$ cat src/rtl/sobel_pkg.sv
package sobel_pkg;

  typedef enum logic [2:0] {
    DIR_N  = 3'd0,
    DIR_NE = 3'd1,
    DIR_E  = 3'd2,
    DIR_SE = 3'd3,
    DIR_S  = 3'd4,
    DIR_SW = 3'd5,
    DIR_W  = 3'd6,
    DIR_NW = 3'd7
  } dir_e;

  localparam int NUM_ORI = 4;
  localparam int ORI_W   = 2;

  // orientation index: 0 diag A, 1 vertical, 2 horizontal, 3 diag B
  function automatic dir_e ori_to_dir(input logic [ORI_W-1:0] ori, input logic neg);
    dir_e d;
    unique case (ori)
      2'd0:    d = neg ? DIR_SW : DIR_NE;
      2'd1:    d = neg ? DIR_S  : DIR_N;
      2'd2:    d = neg ? DIR_W  : DIR_E;
      default: d = neg ? DIR_SE : DIR_NW;
    endcase
    return d;
  endfunction

endpackage

$ cat src/rtl/sobel_deriv.sv
module sobel_deriv #(
  parameter int PIX_W = 8,
  parameter int DER_W = 12
) (
  input  logic [9*PIX_W-1:0]       win_i,
  output logic signed [DER_W-1:0]  deriv_o [sobel_pkg::NUM_ORI]
);
  localparam int PAD_W = DER_W - PIX_W;

  logic signed [DER_W-1:0] p [3][3];

  for (genvar r = 0; r < 3; r++) begin : g_row
    for (genvar c = 0; c < 3; c++) begin : g_col
      assign p[r][c] = $signed({{PAD_W{1'b0}}, win_i[(3*r+c)*PIX_W +: PIX_W]});
    end
  end

  always_comb begin
    deriv_o[0] = (p[0][1] + (p[0][2] <<< 1) + p[1][2]) - (p[1][0] + (p[2][0] <<< 1) + p[2][1]);
    deriv_o[1] = (p[0][0] + (p[0][1] <<< 1) + p[0][2]) - (p[2][0] + (p[2][1] <<< 1) + p[2][2]);
    deriv_o[2] = (p[0][2] + (p[1][2] <<< 1) + p[2][2]) - (p[0][0] + (p[1][0] <<< 1) + p[2][0]);
    deriv_o[3] = (p[1][0] + (p[0][0] <<< 1) + p[0][1]) - (p[2][1] + (p[2][2] <<< 1) + p[1][2]);
  end

endmodule

$ cat src/rtl/sobel_absmax.sv
module sobel_absmax #(
  parameter int DER_W = 12
) (
  input  logic signed [DER_W-1:0]         deriv_i [sobel_pkg::NUM_ORI],
  output logic [DER_W-1:0]                mag_o   [sobel_pkg::NUM_ORI],
  output logic [sobel_pkg::ORI_W-1:0]     max_ori_o,
  output logic [DER_W-1:0]                max_mag_o
);
  import sobel_pkg::*;

  for (genvar i = 0; i < NUM_ORI; i++) begin : g_abs
    assign mag_o[i] = deriv_i[i][DER_W-1] ? DER_W'(-deriv_i[i]) : DER_W'(deriv_i[i]);
  end

  // strict compare keeps the earliest orientation on ties
  always_comb begin
    max_ori_o = '0;
    max_mag_o = mag_o[0];
    for (int i = 1; i < NUM_ORI; i++) begin
      if (mag_o[i] > max_mag_o) begin
        max_mag_o = mag_o[i];
        max_ori_o = ORI_W'(i);
      end
    end
  end

endmodule

$ cat src/rtl/sobel_decide.sv
module sobel_decide #(
  parameter int DER_W  = 12,
  parameter int THRESH = 80
) (
  input  logic [DER_W-1:0]               mag_i   [sobel_pkg::NUM_ORI],
  input  logic [sobel_pkg::NUM_ORI-1:0]  neg_i,
  input  logic [sobel_pkg::ORI_W-1:0]    max_ori_i,
  input  logic [DER_W-1:0]               max_mag_i,
  output logic                           hit_o,
  output logic [2:0]                     dir_o
);
  import sobel_pkg::*;

  localparam int SUM_W = DER_W + 1;

  logic [ORI_W-1:0] perp_ori;
  logic [DER_W-1:0] perp_mag;
  logic [SUM_W-1:0] score;

  // pairs 0<->3 and 1<->2 are bitwise complements
  assign perp_ori = ~max_ori_i;
  assign perp_mag = mag_i[perp_ori];
  assign score    = SUM_W'(max_mag_i) + SUM_W'(perp_mag >> 3);
  assign hit_o    = (score >= SUM_W'(THRESH));
  assign dir_o    = hit_o ? 3'(ori_to_dir(max_ori_i, neg_i[max_ori_i])) : 3'd0;

endmodule

$ cat src/rtl/sobel_edge_classifier.sv
module sobel_edge_classifier #(
  parameter int PIX_W  = 8,
  parameter int DER_W  = 12,
  parameter int THRESH = 80
) (
  input  logic               clk_i,
  input  logic               rst_ni,
  input  logic               win_valid_i,
  input  logic [9*PIX_W-1:0] win_i,
  output logic               edge_valid_o,
  output logic               edge_o,
  output logic [2:0]         dir_o
);
  import sobel_pkg::*;

  logic signed [DER_W-1:0] deriv_c  [NUM_ORI];
  logic signed [DER_W-1:0] s1_deriv [NUM_ORI];
  logic                    s1_valid;
  logic [DER_W-1:0]        mag      [NUM_ORI];
  logic [NUM_ORI-1:0]      neg;
  logic [ORI_W-1:0]        max_ori;
  logic [DER_W-1:0]        max_mag;
  logic                    hit;
  logic [2:0]              dir_c;

  sobel_deriv #(.PIX_W(PIX_W), .DER_W(DER_W)) u_deriv (
    .win_i   (win_i),
    .deriv_o (deriv_c)
  );

  // stage 1: derivatives
  always_ff @(posedge clk_i or negedge rst_ni) begin
    if (!rst_ni) begin
      s1_valid <= 1'b0;
      for (int i = 0; i < NUM_ORI; i++) s1_deriv[i] <= '0;
    end else begin
      s1_valid <= win_valid_i;
      if (win_valid_i) begin
        for (int i = 0; i < NUM_ORI; i++) s1_deriv[i] <= deriv_c[i];
      end
    end
  end

  for (genvar i = 0; i < NUM_ORI; i++) begin : g_sign
    assign neg[i] = s1_deriv[i][DER_W-1];
  end

  sobel_absmax #(.DER_W(DER_W)) u_absmax (
    .deriv_i   (s1_deriv),
    .mag_o     (mag),
    .max_ori_o (max_ori),
    .max_mag_o (max_mag)
  );

  sobel_decide #(.DER_W(DER_W), .THRESH(THRESH)) u_decide (
    .mag_i     (mag),
    .neg_i     (neg),
    .max_ori_i (max_ori),
    .max_mag_i (max_mag),
    .hit_o     (hit),
    .dir_o     (dir_c)
  );

  // stage 2: classification
  always_ff @(posedge clk_i or negedge rst_ni) begin
    if (!rst_ni) begin
      edge_valid_o <= 1'b0;
      edge_o       <= 1'b0;
      dir_o        <= 3'd0;
    end else begin
      edge_valid_o <= s1_valid;
      edge_o       <= s1_valid & hit;
      dir_o        <= s1_valid ? dir_c : 3'd0;
    end
  end

endmodule

$ cat config.mk
export PLATFORM = sky130hd
export DESIGN_NAME = sobel_edge_classifier
export DESIGN_NICKNAME = d
export VERILOG_FILES = /design/src/rtl/sobel_pkg.sv /design/src/rtl/sobel_deriv.sv /design/src/rtl/sobel_absmax.sv /design/src/rtl/sobel_decide.sv /design/src/rtl/sobel_edge_classifier.sv
export SDC_FILE = /design/constraint.sdc
export NUM_CORES = 1
export LEC_CHECK = 0
export BUFFER_PORTS_ARGS = -buffer_cell sky130_fd_sc_hd__buf_2
export CAP_MARGIN = 10
export CELL_PAD_IN_SITES_DETAIL_PLACEMENT = 0
export CELL_PAD_IN_SITES_GLOBAL_PLACEMENT = 2
export CORE_UTILIZATION = 30
export DETAILED_ROUTE_END_ITERATION = 8
export PLACE_DENSITY = 0.71
export SLEW_MARGIN = 10
export SYNTH_ARGS = -nofsm -noshare
export SYNTH_HDL_FRONTEND = slang
export SYNTH_SLANG_ARGS = --single-unit
export TNS_END_PERCENT = 10
$ cat constraint.sdc
create_clock -name clk_i -period 8.5 [get_ports clk_i]
set_input_delay 0.425 -clock clk_i [delete_from_list [all_inputs] [get_ports clk_i]]
set_output_delay 0.425 -clock clk_i [all_outputs]
set_load 0.005 [all_outputs]
After elaboration in Yosys (flattened, before gate mapping)
Cells that the tools add are included.
Operators by class
  $lt $le $gt $ge: 6
  eq/ne operators: 2
  bitwise logic cells: 3
  add/subtract/negate cells: 25
  reductions and logical operators: 1
  mux-type cells: 22
Operators by type and width (number)
  two-way mux 12 bit: 9
  adder 8 x 9 -> 10 bit: 8
  adder 12 x 9 -> 12 bit: 6
  negator 12 bit: 4
  greater-than comparator 12 bit: 3
  subtractor 12 bit: 3
  binary-select mux 12 bit (select 2 bit): 1
  adder 10 x 8 -> 11 bit: 2
  two-way mux 3 bit: 6
  adder 12 x 9 -> 13 bit: 1
  greater-or-equal comparator 13 x 7 -> 1 bit, second input constant: 1
  subtractor 11 x 11 -> 12 bit: 1
  one-hot mux 3 bit (3 select lines): 1
  two-way mux 2 bit: 2
  greater-or-equal comparator 3 bit, second input constant: 1
  < comparator 2 x 3 -> 1 bit, second input constant: 1
  NOT 2 -> 3 bit: 1
  binary-select mux 1 bit (select 2 bit): 1
  == test 2 x 1 -> 1 bit, second input constant: 1
  == test 2 bit, second input constant: 1
  zero test 2 bit: 1
  two-way mux 1 bit: 2
  NOT 2 bit: 1
  AND 1 bit: 1
Word-level totals
  logic and storage cells: 67
  input bits: 75
  output and inout port bits: 5
  bits in registers: 54

Depth between registers and ports, before layout
Gate-level depths: netlist of run 1.
  depth after elaboration: 17
  mapped depth: 49
  gate-level depth less buffers: 45

Modules after synthesis
From an unflattened synthesis of run 1, not the netlist that was laid out.
Unflattened totals
  cell total of the unflattened synthesis: 1129
  area total of the unflattened synthesis: 10557.6 um^2
Modules (own cells, without submodules)
  sobel_deriv: times used 1, area each 5333.9 um^2, cells each 609
  sobel_absmax: times used 1, area each 2458.6 um^2, cells each 333
  sobel_edge_classifier: times used 1, area each 2035.7 um^2, cells each 111
  sobel_decide: times used 1, area each 729.4 um^2, cells each 76

Least setup slack after synthesis of run 1
Ideal clock, no wire load.
  path kind: flip-flop to flip-flop
  start: register s1_deriv[29] in the netlist's numbering
  end: register dir_o[2]
  cell stages (with the launch flop): 46
  data arrival time: 9105 ps
  library setup time: 124 ps
  path slack: -729 ps
  data required time: 8376 ps
  cells stage by stage: dfrtp_1 > or4_4 > or2_2 > nand2_1 > xnor2_1 > ha_1 > nand3_1 > a2111oi_0 > a2111oi_0 > o211ai_1 > buf_6 > nand2_4 > buf_6 > mux2i_1 > inv_1 > ha_1 > a21o_1 > a21o_1 > (+10 left out) > a21oi_1 > or2_2 > a31oi_1 > inv_2 > clkbuf_1 > mux2i_1 > ha_1 > a21o_1 > a21oi_1 > o21ai_0 > o21ai_0 > a211oi_1 > xor2_1 > a22oi_1 > nand3_1 > o31ai_4 > inv_2 > o31a_1
On the way
  longest elaborated chain between the ends: 17
  elaborated cells between the ends (all ways): 30
  those cells by class: add/sub (2); order compare (4); eq/ne (2); mux (19); bitwise (2); reduce/logical (1)
Ends and longest elaborated chain
  start, declared: RTL line sobel_edge_classifier.sv:17  | logic signed [DER_W-1:0] s1_deriv [NUM_ORI];
  negator 12 bit: RTL line sobel_absmax.sv:12  | assign mag_o[i] = deriv_i[i][DER_W-1] ? DER_W'(-deriv_i[i]) : DER_W'(deriv_i[i]);
  two-way mux 12 bit *: RTL line sobel_absmax.sv:12
  greater-than comparator 12 bit: RTL line sobel_absmax.sv:20  | if (mag_o[i] > max_mag_o) begin
  two-way mux 12 bit: RTL line sobel_absmax.sv:20
  greater-than comparator 12 bit: RTL line sobel_absmax.sv:20
  two-way mux 12 bit: RTL line sobel_absmax.sv:20
  greater-than comparator 12 bit: RTL line sobel_absmax.sv:20
  two-way mux 2 bit: RTL line sobel_absmax.sv:20
  NOT 2 bit: RTL line sobel_decide.sv:21  | assign perp_ori = ~max_ori_i;
  NOT 2 -> 3 bit (implied by the code): RTL line sobel_decide.sv:22  | assign perp_mag = mag_i[perp_ori];
  binary-select mux 12 bit (select 2 bit): RTL line sobel_decide.sv:22
  two-way mux 12 bit (implied by the code) (2 in series): RTL line sobel_decide.sv:22
  adder 12 x 9 -> 13 bit: RTL line sobel_decide.sv:23  | assign score = SUM_W'(max_mag_i) + SUM_W'(perp_mag >> 3);
  greater-or-equal comparator 13 x 7 -> 1 bit: RTL line sobel_decide.sv:24  | assign hit_o = (score >= SUM_W'(THRESH));
  two-way mux 3 bit *: RTL line sobel_decide.sv:25  | assign dir_o = hit_o ? 3'(ori_to_dir(max_ori_i, neg_i[max_ori_i])) : 3'd0;
  two-way mux 3 bit *: RTL line sobel_edge_classifier.sv:73  | dir_o <= s1_valid ? dir_c : 3'd0;
  end signal, assigned: RTL line sobel_edge_classifier.sv:73
  end, declared: RTL line sobel_edge_classifier.sv:12  | output logic [2:0] dir_o
Mark *: on every way between the ends. The rest lies on a longest branch, timed or not. The select of a mux whose other input is x is not followed.
A chain may end at the register's enable or synchronous reset.

Worst setup path in the final report of run 1
Same ends and word-level chain as after synthesis.

==> results of run 1 <==
## synth_stat cells, drive strengths merged (5+ instances only)
cell / n / area, um^2
inv: 180 / 676
ha: 150 / 1880
fa: 86 / 1720
a21oi: 78 / 390
xnor2: 77 / 674
dfrtp: 54 / 1350
nand2: 50 / 195
nor2: 49 / 184
o21ai: 44 / 220
mux2i: 33 / 330
mux2: 30 / 345
a21o: 28 / 210
o21bai: 25 / 188
nor3: 24 / 125
xor2: 23 / 209
o21a: 21 / 158
o31ai: 18 / 163
nor2b: 16 / 100
clkbuf: 15 / 56.3
a21boi: 11 / 82.6
a31oi: 7 / 43.8
nand4: 7 / 43.8
nand2b: 6 / 37.5
buf: 5 / 33.8
nor4: 5 / 37.5
o41ai: 5 / 62.6
or2: 5 / 31.3
## placed cells by master, fill, tap and decap left out, drive strengths merged, types with 5 or more instances in the layout
cell / n
o21ai: 44
mux2: 30
xor2: 23
o21a: 21
buf: 198
nor2b: 16
nand2: 51
mux2i: 33
o41ai: 5
a21oi: 78
a21boi: 11
inv: 180
nand2b: 6
o21bai: 25
a21o: 28
xnor2: 77
nand4: 7
o31ai: 18
clkbuf: 6
nor2: 49
fa: 86
nor4: 5
a31oi: 7
ha: 150
dfrtp: 54
nor3: 24
or2: 5
## cell families (layout without fill, tap and decap cells)
| group | Yosys count | count (layout) | share of synthesized area, % |
|---|---|---|---|
| muxes | 63 | 63 | 6.78 |
| buffers and inverters | 201 | 387 | 7.72 |
| xor gates and xnor gates | 100 | 100 | 8.86 |
| AOI/OAI and AO/OA | 262 | 262 | 17.4 |
| and+or+nand+nor | 188 | 189 | 9.62 |
| adders and majority gates | 236 | 236 | 36.1 |
| DFF | 54 | 54 | 13.6 |
## stage by stage
stage / setup WS (ns) / setup TNS (ns) / hold slack [ns] / cells
2_1_floorplan: 0.0368 / 0 / 0.129 / 1104
6_report: 0.327 / 0 / 0.216 / 1733
4_1_cts: 0.0303 / 0 / 0.260 / 1710
3_5_place_dp: -0.189 / -0.472 / 0.368 / 1701
3_3_place_gp: -0.0974 / -0.154 / 0.363 / 1701
5_1_grt: -0.102 / -0.120 / 0.294 / 1733
## routing by layer
layer	GRT usage, %	part of all wire [%]
met3	1.28	2.2
met4	3.67	1.5
met2	31.5	50
met1	23.0	47
met5	0	0
## state kept, by name, summed over array words and instances, names as in the netlist
signal,count
s1_deriv,44
s1_valid,1
edge_o,1
neg,4
dir_o,3
edge_valid_o,1
## what timing repair did
action,4_1_cts,5_1_grt
buffers inserted,1,22
setup endpoints to repair,4,4
resized for setup,11,85
pin swaps,4,42
gates cloned,0,1
## worst reg2reg max path: cells and delay by family, from the launching register on
family,cells,cell delay (ns)
compound gates,15,2.41
simple gates,12,2.31
fa+ha+maj,4,1.06
buf+inv,6,0.91
mux,5,0.91
flops,1,0.38
xor+xnor,1,0.08
## cell type report
class                      instances  area [um^2]  share of cell area [%]
clock inverter                     2         37.5                   0.302
timing repair buffer             198         1360                    10.9
tap                              442          553                    4.45
multi-input combinational        850         8310                    66.9
sequential                        54         1350                    10.9
inverter                         181          682                    5.49
clock buffer                       6          129                    1.04
## worst paths after layout
| path | endpoint | slack, ns | depth (start not counted) |
|---|---|---|---|
| setup / recovery | dir_o[2]$_DFF_PN0_ | 0.33 | 43 |
| hold / removal | dir_o[0]$_DFF_PN0_ | 0.22 | 2 |
| setup reg to reg | dir_o[2]$_DFF_PN0_ | 0.33 | 43 |
| hold reg to reg | edge_valid_o$_DFF_PN0_ | 0.38 | 0 |
| max in group asynchronous | s1_deriv[7]$_DFFE_PN0P_ | 7.76 | 2 |
| min in group clk_i | edge_valid_o$_DFF_PN0_ | 0.38 | 0 |
==> reports/metrics.csv, run 1 <==
stage;metric;value;unit
status;status;complete, no violations;
die;die_w;184;um
clocking;cts_tree;yes;
sta;setup_viol;0;
worst_setup_path;arrival;8.37;ns
placement;placed_area;11600;um^2
clocking;cts.path.max_buffers;2;
finish;final_nets;1601;
clocking;cts_root_buffer;clkbuf_16;
finish;final_area;12400;um^2
synth;synth_edf_count;0;
clocking;holdBufCountCts;0;
worst_setup_path;cp_num_buf_inv;6;
die;start_util;30.6;%
hold_path;hp-class;input port to asynchronous set/reset pin;
worst_setup_path;criticalPathCategory;register to register;
grt;grt_use_total;17.6;%
sta;fin_crit;8.17;ns
worst_setup_path;path_max_fanout;10;
route;vias;8071;
route;ant_nets;0;
route;wl_per_cell;16.6;um
die;die_y;184;um
die;core_area;32600;um^2
finish;n_fill_cell;3357;
sta;maxSlewViolCount;0;
sta;fin_crit_sh;96.2;%
synth;yosys_warnings;0;
worst_setup_path;crit_family;compound AO/OA/AOI/OAI gates;
die;fp-row-count;66;
grt;grt_overflow_total;0;
placement;port_buffers;71;
synth;ys_seq_area_share;13.6;%
worst_setup_path;required;8.69;ns
finish;drive_gt1_share;24.5;%
route;avgViaCountPerCell;4.66;
synth;synth_seq_cells;54;
run;drv_cap;0;
worst_setup_path;r2r_start;s1_deriv[29]$_DFFE_PN0P_;
sta;slew_headroom;45.0;%
finish;syn2layout_area_growth;24.6;%
finish;fin_util;38.1;%
synth;ys.flop_type;dfrtp_1;
route;first_pass_iters;4;
grt;antenna_found_initial;0;
route;drc;0;
route;wl;28700;um
worst_setup_path;startpoint_type;register;
worst_setup_path;crit_slowest_cell;or4_4;
clocking;numCtsBuffers;5;
grt;grt_pass1_wl;45500;um
sta;rsz0062_at_grt;yes;
worst_setup_path;cp-end-kind;register;
clocking;path_clk_slew;0.07;ns
die;dieArea;34000;um^2
synth;ys_types;63;
worst_setup_path;cpPeakStageDelay;0.54;ns
die;io_pins;80;
route;drt-initial-drc-count;253;
grt;grt_max_degree;55;
placement;routabilityCongestion;0.867;
sta;tightestPinTransition;0.820;ns
synth;synth.avg_cell_area;9.03;um^2
worst_setup_path;critPathLaunch;s1_deriv[29]$_DFFE_PN0P_;
synth;syn_inst;1104;
grt;grt_pass1_vias;8359;
clocking;htreeDepth;2;
synth;synth_area;9970;um^2
synth;syn_nets;1415;
sta;finalHoldViolCount;0;
sta;fmax;0.122;GHz
placement;dp_hpwl;25200;um
synth;async_reset_ff_share;100;%
finish;n_antenna_cell;0;
clocking;insertion_delay;0.30;ns
clocking;cts_sinks;54;
sta;finClkSkew;0.00643;ns
Power of run 1 is left out: the tool's default activity adds up to more than one toggle a clock period on the data nets, which glitch-free logic cannot reach.
==> run 2: changes to the inputs <==
Settings changed: BUFFER_PORTS_ARGS -buffer_cell sky130_fd_sc_hd__buf_2 to -buffer_cell sky130_fd_sc_hd__clkbuf_2.
==> run 2 against run 1 <==
Against the previous run:
- non-clock buffer count is 15 higher
- final cell count rose by 0.87%
- critical endpoint unchanged
- routed wire length about the same
- design area up 1.2%
- clock skew is 0.0018 ns lower
- die area stayed put
==> reports/metrics.csv, run 2 (synthesis gave the netlist of run 1 again) <==
stage;metric;value;unit;change
die;die_y;184;um;unchanged
finish;n_antenna_cell;0;;unchanged
route;vias;8148;;+0.95%
route;wl;28700;um;about the same
grt;grt_use_total;17.4;%;-0.18 points
finish;final_common_cell;inv_1;;
grt;grt_max_degree;55;;unchanged
finish;final_area;12600;um^2;+1.2%
placement;port_buffers;71;;unchanged
sta;finClkSkew;0.00466;ns;-0.00177 ns
clocking;numCtsBuffers;5;;unchanged
grt;grt_overflow_total;0;;unchanged
sta;maxSlewViolCount;0;;unchanged
clocking;insertion_delay;0.30;ns;about the same
placement;dp_hpwl;25100;um;-0.62%
placement;placed_area;11600;um^2;unchanged
placement;routabilityCongestion;0.873;;+0.68%
worst_setup_path;startpoint_type;register;;
worst_setup_path;cpPeakStageDelay;0.55;ns;about the same
finish;mostFrequentLayoutCells;inv_1, ha_1, buf_4;;
sta;tightestPinTransition;0.835;ns;+0.0151 ns
sta;fin_crit_sh;96.6;%;+0.40 points
finish;largest_register_ffs;44;;unchanged
die;core_area;32600;um^2;unchanged
clocking;cts_root_buffer;clkbuf_16;;
worst_setup_path;path_max_fanout;8;;-2
die;fp-row-count;66;;unchanged
clocking;cts_sinks;54;;unchanged
worst_setup_path;required;8.69;ns;about the same
hold_path;hp-class;input port to asynchronous set/reset pin;;
run;drv_cap;0;;unchanged
grt;grt_pass1_wl;45000;um;-0.97%
sta;fmax;0.122;GHz;-0.42%
die;io_pins;80;;unchanged
sta;finalHoldViolCount;0;;unchanged
die;die_w;184;um;unchanged
route;avgViaCountPerCell;4.66;;about the same
finish;regMostFlops;s1_deriv;;
die;dieArea;34000;um^2;unchanged
worst_setup_path;cp-end-kind;register;;
route;wl_per_cell;16.4;um;-0.87%
die;start_util;30.6;%;unchanged
sta;slew_headroom;44.0;%;-1.0 points
finish;syn2layout_area_growth;26.1;%;
route;first_pass_iters;4;;unchanged
grt;antenna_found_initial;0;;unchanged
worst_setup_path;crit_slowest_cell;or4_4;;
clocking;htreeDepth;2;;unchanged
finish;drive_gt1_share;25.8;%;+1.3 points
worst_setup_path;criticalPathCategory;register to register;;
route;drt-initial-drc-count;242;;-4.3%
status;status;complete, no violations;;
worst_setup_path;arrival;8.40;ns;+0.03 ns
route;drc;0;;unchanged
sta;setup_viol;0;;unchanged
route;ant_nets;0;;unchanged
finish;final_nets;1616;;+0.94%
grt;grt_pass1_vias;8282;;-0.92%
clocking;path_clk_slew;0.07;ns;about the same
sta;fin_crit;8.21;ns;+0.0344 ns
clocking;cts_tree;yes;;
clocking;cts.path.max_buffers;2;;unchanged
## run 2: final timing paths
path	start	to	slack, ns	cells after the start
worst max-delay path	s1_deriv[28]$_DFFE_PN0P_	dir_o[2]$_DFF_PN0_	0.29	44
worst min-delay path	rst_ni	dir_o[1]$_DFF_PN0_	0.23	2
worst max register to register	s1_deriv[28]$_DFFE_PN0P_	dir_o[2]$_DFF_PN0_	0.29	44
worst min register to register	s1_valid$_DFF_PN0_	edge_valid_o$_DFF_PN0_	0.38	0
max in group asynchronous	rst_ni	s1_deriv[17]$_DFFE_PN0P_	7.75	2
min in group clk_i	s1_valid$_DFF_PN0_	edge_valid_o$_DFF_PN0_	0.38	0
## run 2: layout make-up
cell class	instances	area [um^2]
Clock buffer	6	129
Clock inverter	2	16.3
Fill cell	3369	20100
Inverter	181	684
Multi-Input combinational cell	850	8330
Sequential cell	54	1350
Tap cell	442	553
Timing Repair Buffer	213	1500
## run 2: per-stage QoR
step	util (%)	std cells	hold WS [ns]	setup TNS (ns)	worst slack, ns
after global routing	38.5	1748	0.311	-0.103	-0.100
after CTS	36.2	1710	0.269	0	0.00142
final	38.5	1748	0.229	0	0.292
after detailed placement	35.6	1701	0.373	-0.658	-0.241
after floorplan	-	1104	0.129	0	0.0368
after global placement	35.6	1701	0.363	-0.122	-0.0844
## run 2: routing by layer
metal	GRT usage [%]	routed length (um)	part of all wire, %	vias up
met4	3.50	450	1.6	0
met5	0	0	0	-
met2	31.0	14300	50	70
met3	1.23	372	1.3	19
met1	22.9	13600	47	3902
li1	-	-	-	4157
## run 2: critical path, delay by kind of cell (launching register included)
kind,cells,cell delay [ns]
and+or+nand+nor,10,2.07
buffers and inverters,10,1.19
DFF,1,0.39
adders and majority gates,4,1.05
muxes,2,0.54
xor gates and xnor gates,1,0.09
AOI/OAI and AO/OA,17,2.76
## run 2: what timing repair did
| action | 4_1_cts | 5_1_grt |
|---|---|---|
| hold buffers | 0 | 0 |
| resized for setup | 9 | 96 |
| pin swaps | 3 | 58 |
| buffers inserted | 1 | 37 |
| cloned | 0 | 2 |
| endpoints found under the setup margin | 4 | 4 |
Power of run 2 is left out for the same reason.
==> run 3: changes to the inputs <==
Settings changed: BUFFER_PORTS_ARGS -buffer_cell sky130_fd_sc_hd__clkbuf_2 to -buffer_cell sky130_fd_sc_hd__buf_4.
==> run 3 against run 2 <==
Against the previous run:
- final cell count decreased by 1.7%
- count of clock-buffer cells in the layout unchanged
- worst hold slack got worse by 0.087 ns
- sequential cell count unchanged
- setup slack improved by 0.11 ns
- routed wire length decreased by 0.48%
- clock skew decreased by 0.00080 ns
- design area decreased by 0.84%
- first-iteration DRC count increased by 35%
- die area unchanged
- non-clock buffer count decreased by 28
- global-route usage increased by 0.33 points
- highest routed layer unchanged
==> reports/metrics.csv, run 3 (synthesis gave the netlist of run 1 again) <==
stage;metric;value;unit;change
sta;fin_crit;8.10;ns;-0.111 ns
sta;tightestPinTransition;0.720;ns;-0.115 ns
finish;final_area;12500;um^2;-0.84%
finish;n_fill_cell;3365;;-0.12%
worst_setup_path;arrival;8.29;ns;-0.11 ns
clocking;cts_root_buffer;clkbuf_16;;
die;fp-row-count;66;;unchanged
worst_setup_path;crit_family;compound AO/OA/AOI/OAI gates;;
route;drc;0;;unchanged
sta;fin_crit_sh;95.3;%;-1.3 points
grt;grt_pass1_wl;46100;um;+2.4%
route;wl_met3;711;um;+91%
clocking;cts_tree;yes;;
clocking;cts.path.max_buffers;2;;unchanged
sta;worst_hold_slack;0.143;ns;-0.0866 ns
sta;setup_viol;0;;unchanged
finish;regMostFlops;s1_deriv;;
clocking;path_clk_slew;0.07;ns;about the same
sta;maxSlewViolCount;0;;unchanged
sta;finClkSkew;0.00386;ns;-0.000796 ns
clocking;numCtsBuffers;5;;unchanged
finish;largest_register_ffs;44;;unchanged
grt;grt_use_total;17.7;%;+0.33 points
die;core_area;32600;um^2;unchanged
finish;final_common_cell;inv_1;;
finish;final_nets;1587;;-1.8%
worst_setup_path;r2r_start;s1_deriv[24]$_DFFE_PN0P_;;
route;wl;28600;um;-0.48%
sta;slew_headroom;52.0;%;+8.1 points
die;die_y;184;um;unchanged
route;met1_length;13500;um;-1.1%
hold_path;hp-class;input port to asynchronous set/reset pin;;
placement;dp_hpwl;25200;um;+0.47%
route;vias;8090;;-0.71%
status;status;complete, no violations;;
worst_setup_path;cp-end-kind;register;;
grt;antenna_found_initial;0;;unchanged
die;dieArea;34000;um^2;unchanged
run;drv_cap;0;;unchanged
worst_setup_path;r2r_cells;48;;+9.1%
worst_setup_path;cp_num_buf_inv;10;;unchanged
route;drt-initial-drc-count;326;;+35%
clocking;cts_sinks;54;;unchanged
finish;mostFrequentLayoutCells;inv_1, buf_4, ha_1;;
placement;port_buffers;71;;unchanged
worst_setup_path;crit_slowest_cell;dfrtp_1;;
route;avgViaCountPerCell;4.71;;+0.96%
sta;finalWorstSetupSlack;0.403;ns;+0.111 ns
die;start_util;30.6;%;unchanged
finish;n_antenna_cell;0;;unchanged
sta;fmax;0.124;GHz;+1.4%
route;wl_met2;13900;um;-3.0%
finish;syn2layout_area_growth;25.1;%;
worst_setup_path;cpPeakStageDelay;0.38;ns;-0.17 ns
worst_setup_path;required;8.69;ns;about the same
die;die_w;184;um;unchanged
placement;placed_area;11700;um^2;+0.97%
worst_setup_path;criticalPathCategory;register to register;;
route;highest_layer;met4;;
grt;grt_pass1_vias;8540;;+3.1%
route;ant_nets;0;;unchanged
grt;grt_overflow_total;0;;unchanged
route;first_pass_iters;5;;+1
clocking;htreeDepth;2;;unchanged
placement;pre_cts_slack;-0.306;ns;-0.0652 ns
worst_setup_path;r2r_end;dir_o[2]$_DFF_PN0_;;
placement;routabilityCongestion;0.867;;-0.62%
grt;grt_max_degree;55;;unchanged
worst_setup_path;startpoint_type;register;;
finish;drive_gt1_share;23.8;%;-2.0 points
worst_setup_path;reg2reg_slack;0.40;ns;+0.11 ns
finish;fin_util;38.2;%;-0.32 points
clocking;insertion_delay;0.30;ns;about the same
route;wl_per_cell;16.6;um;+1.2%
worst_setup_path;path_max_fanout;7;;-1
sta;finalHoldViolCount;0;;unchanged
die;io_pins;80;;unchanged
==> run 3: how the worst max path moves through the flow <==
stage                        startpoint            endpoint  slack (ns)  cells past startpoint
6_report       s1_deriv[24]$_DFFE_PN0P_  dir_o[2]$_DFF_PN0_        0.40                     48
5_1_grt        s1_deriv[37]$_DFFE_PN0P_  dir_o[2]$_DFF_PN0_       -0.07                     46
4_1_cts        s1_deriv[29]$_DFFE_PN0P_  dir_o[2]$_DFF_PN0_        0.01                     42
3_5_place_dp   s1_deriv[24]$_DFFE_PN0P_  dir_o[2]$_DFF_PN0_       -0.31                     48
3_3_place_gp   s1_deriv[24]$_DFFE_PN0P_  dir_o[2]$_DFF_PN0_       -0.15                     47
2_1_floorplan  s1_deriv[29]$_DFFE_PN0P_  dir_o[2]$_DFF_PN0_        0.04                     45
==> run 3: layout make-up <==
| class | instances | area [um^2] | share of cell area (%) |
|---|---|---|---|
| inverters | 181 | 682 | 5.47 |
| repair buffers | 185 | 1440 | 11.6 |
| clock buffers | 6 | 129 | 1.03 |
| flip-flops and latches | 54 | 1350 | 10.9 |
| well taps | 442 | 553 | 4.44 |
| clock inverters | 2 | 16.3 | 0.131 |
| multi-input cells | 849 | 8290 | 66.5 |
==> run 3: per-layer routing <==
metal | vias to the layer above | GRT usage, %
li1 | 4107 | -
met1 | 3846 | 23.4
met2 | 110 | 31.3
met3 | 27 | 1.34
met4 | 0 | 3.97
met5 | - | 0
==> run 3: timing repair <==
| item | CTS | global route |
|---|---|---|
| buffers inserted | 1 | 21 |
| setup endpoints to repair | 4 | 4 |
| gates cloned | 0 | 1 |
| gates resized for setup | 10 | 78 |
| pin swaps | 3 | 39 |
| hold buffers | 0 | 0 |
==> run 3: worst reg2reg max path, delay by kind of cell (launching register included) <==
family / cells / cell delay, ns
AND/OR/NAND/NOR: 10 / 1.43
multiplexers: 3 / 0.63
flip-flops: 1 / 0.38
AO/OA/AOI/OAI: 19 / 2.98
adder cells (fa/ha/maj): 6 / 1.49
buffers and inverters: 10 / 1.10
==> run 3: metrics by stage <==
| stage | setup TNS, ns | instances |
|---|---|---|
| finish | 0 | 1719 |
| global route | -0.0676 | 1719 |
| CTS | 0 | 1698 |
| detailed placement | -0.936 | 1689 |
| global placement | -0.331 | 1689 |
| floorplan | 0 | 1104 |
Power of run 3 is left out for the same reason.
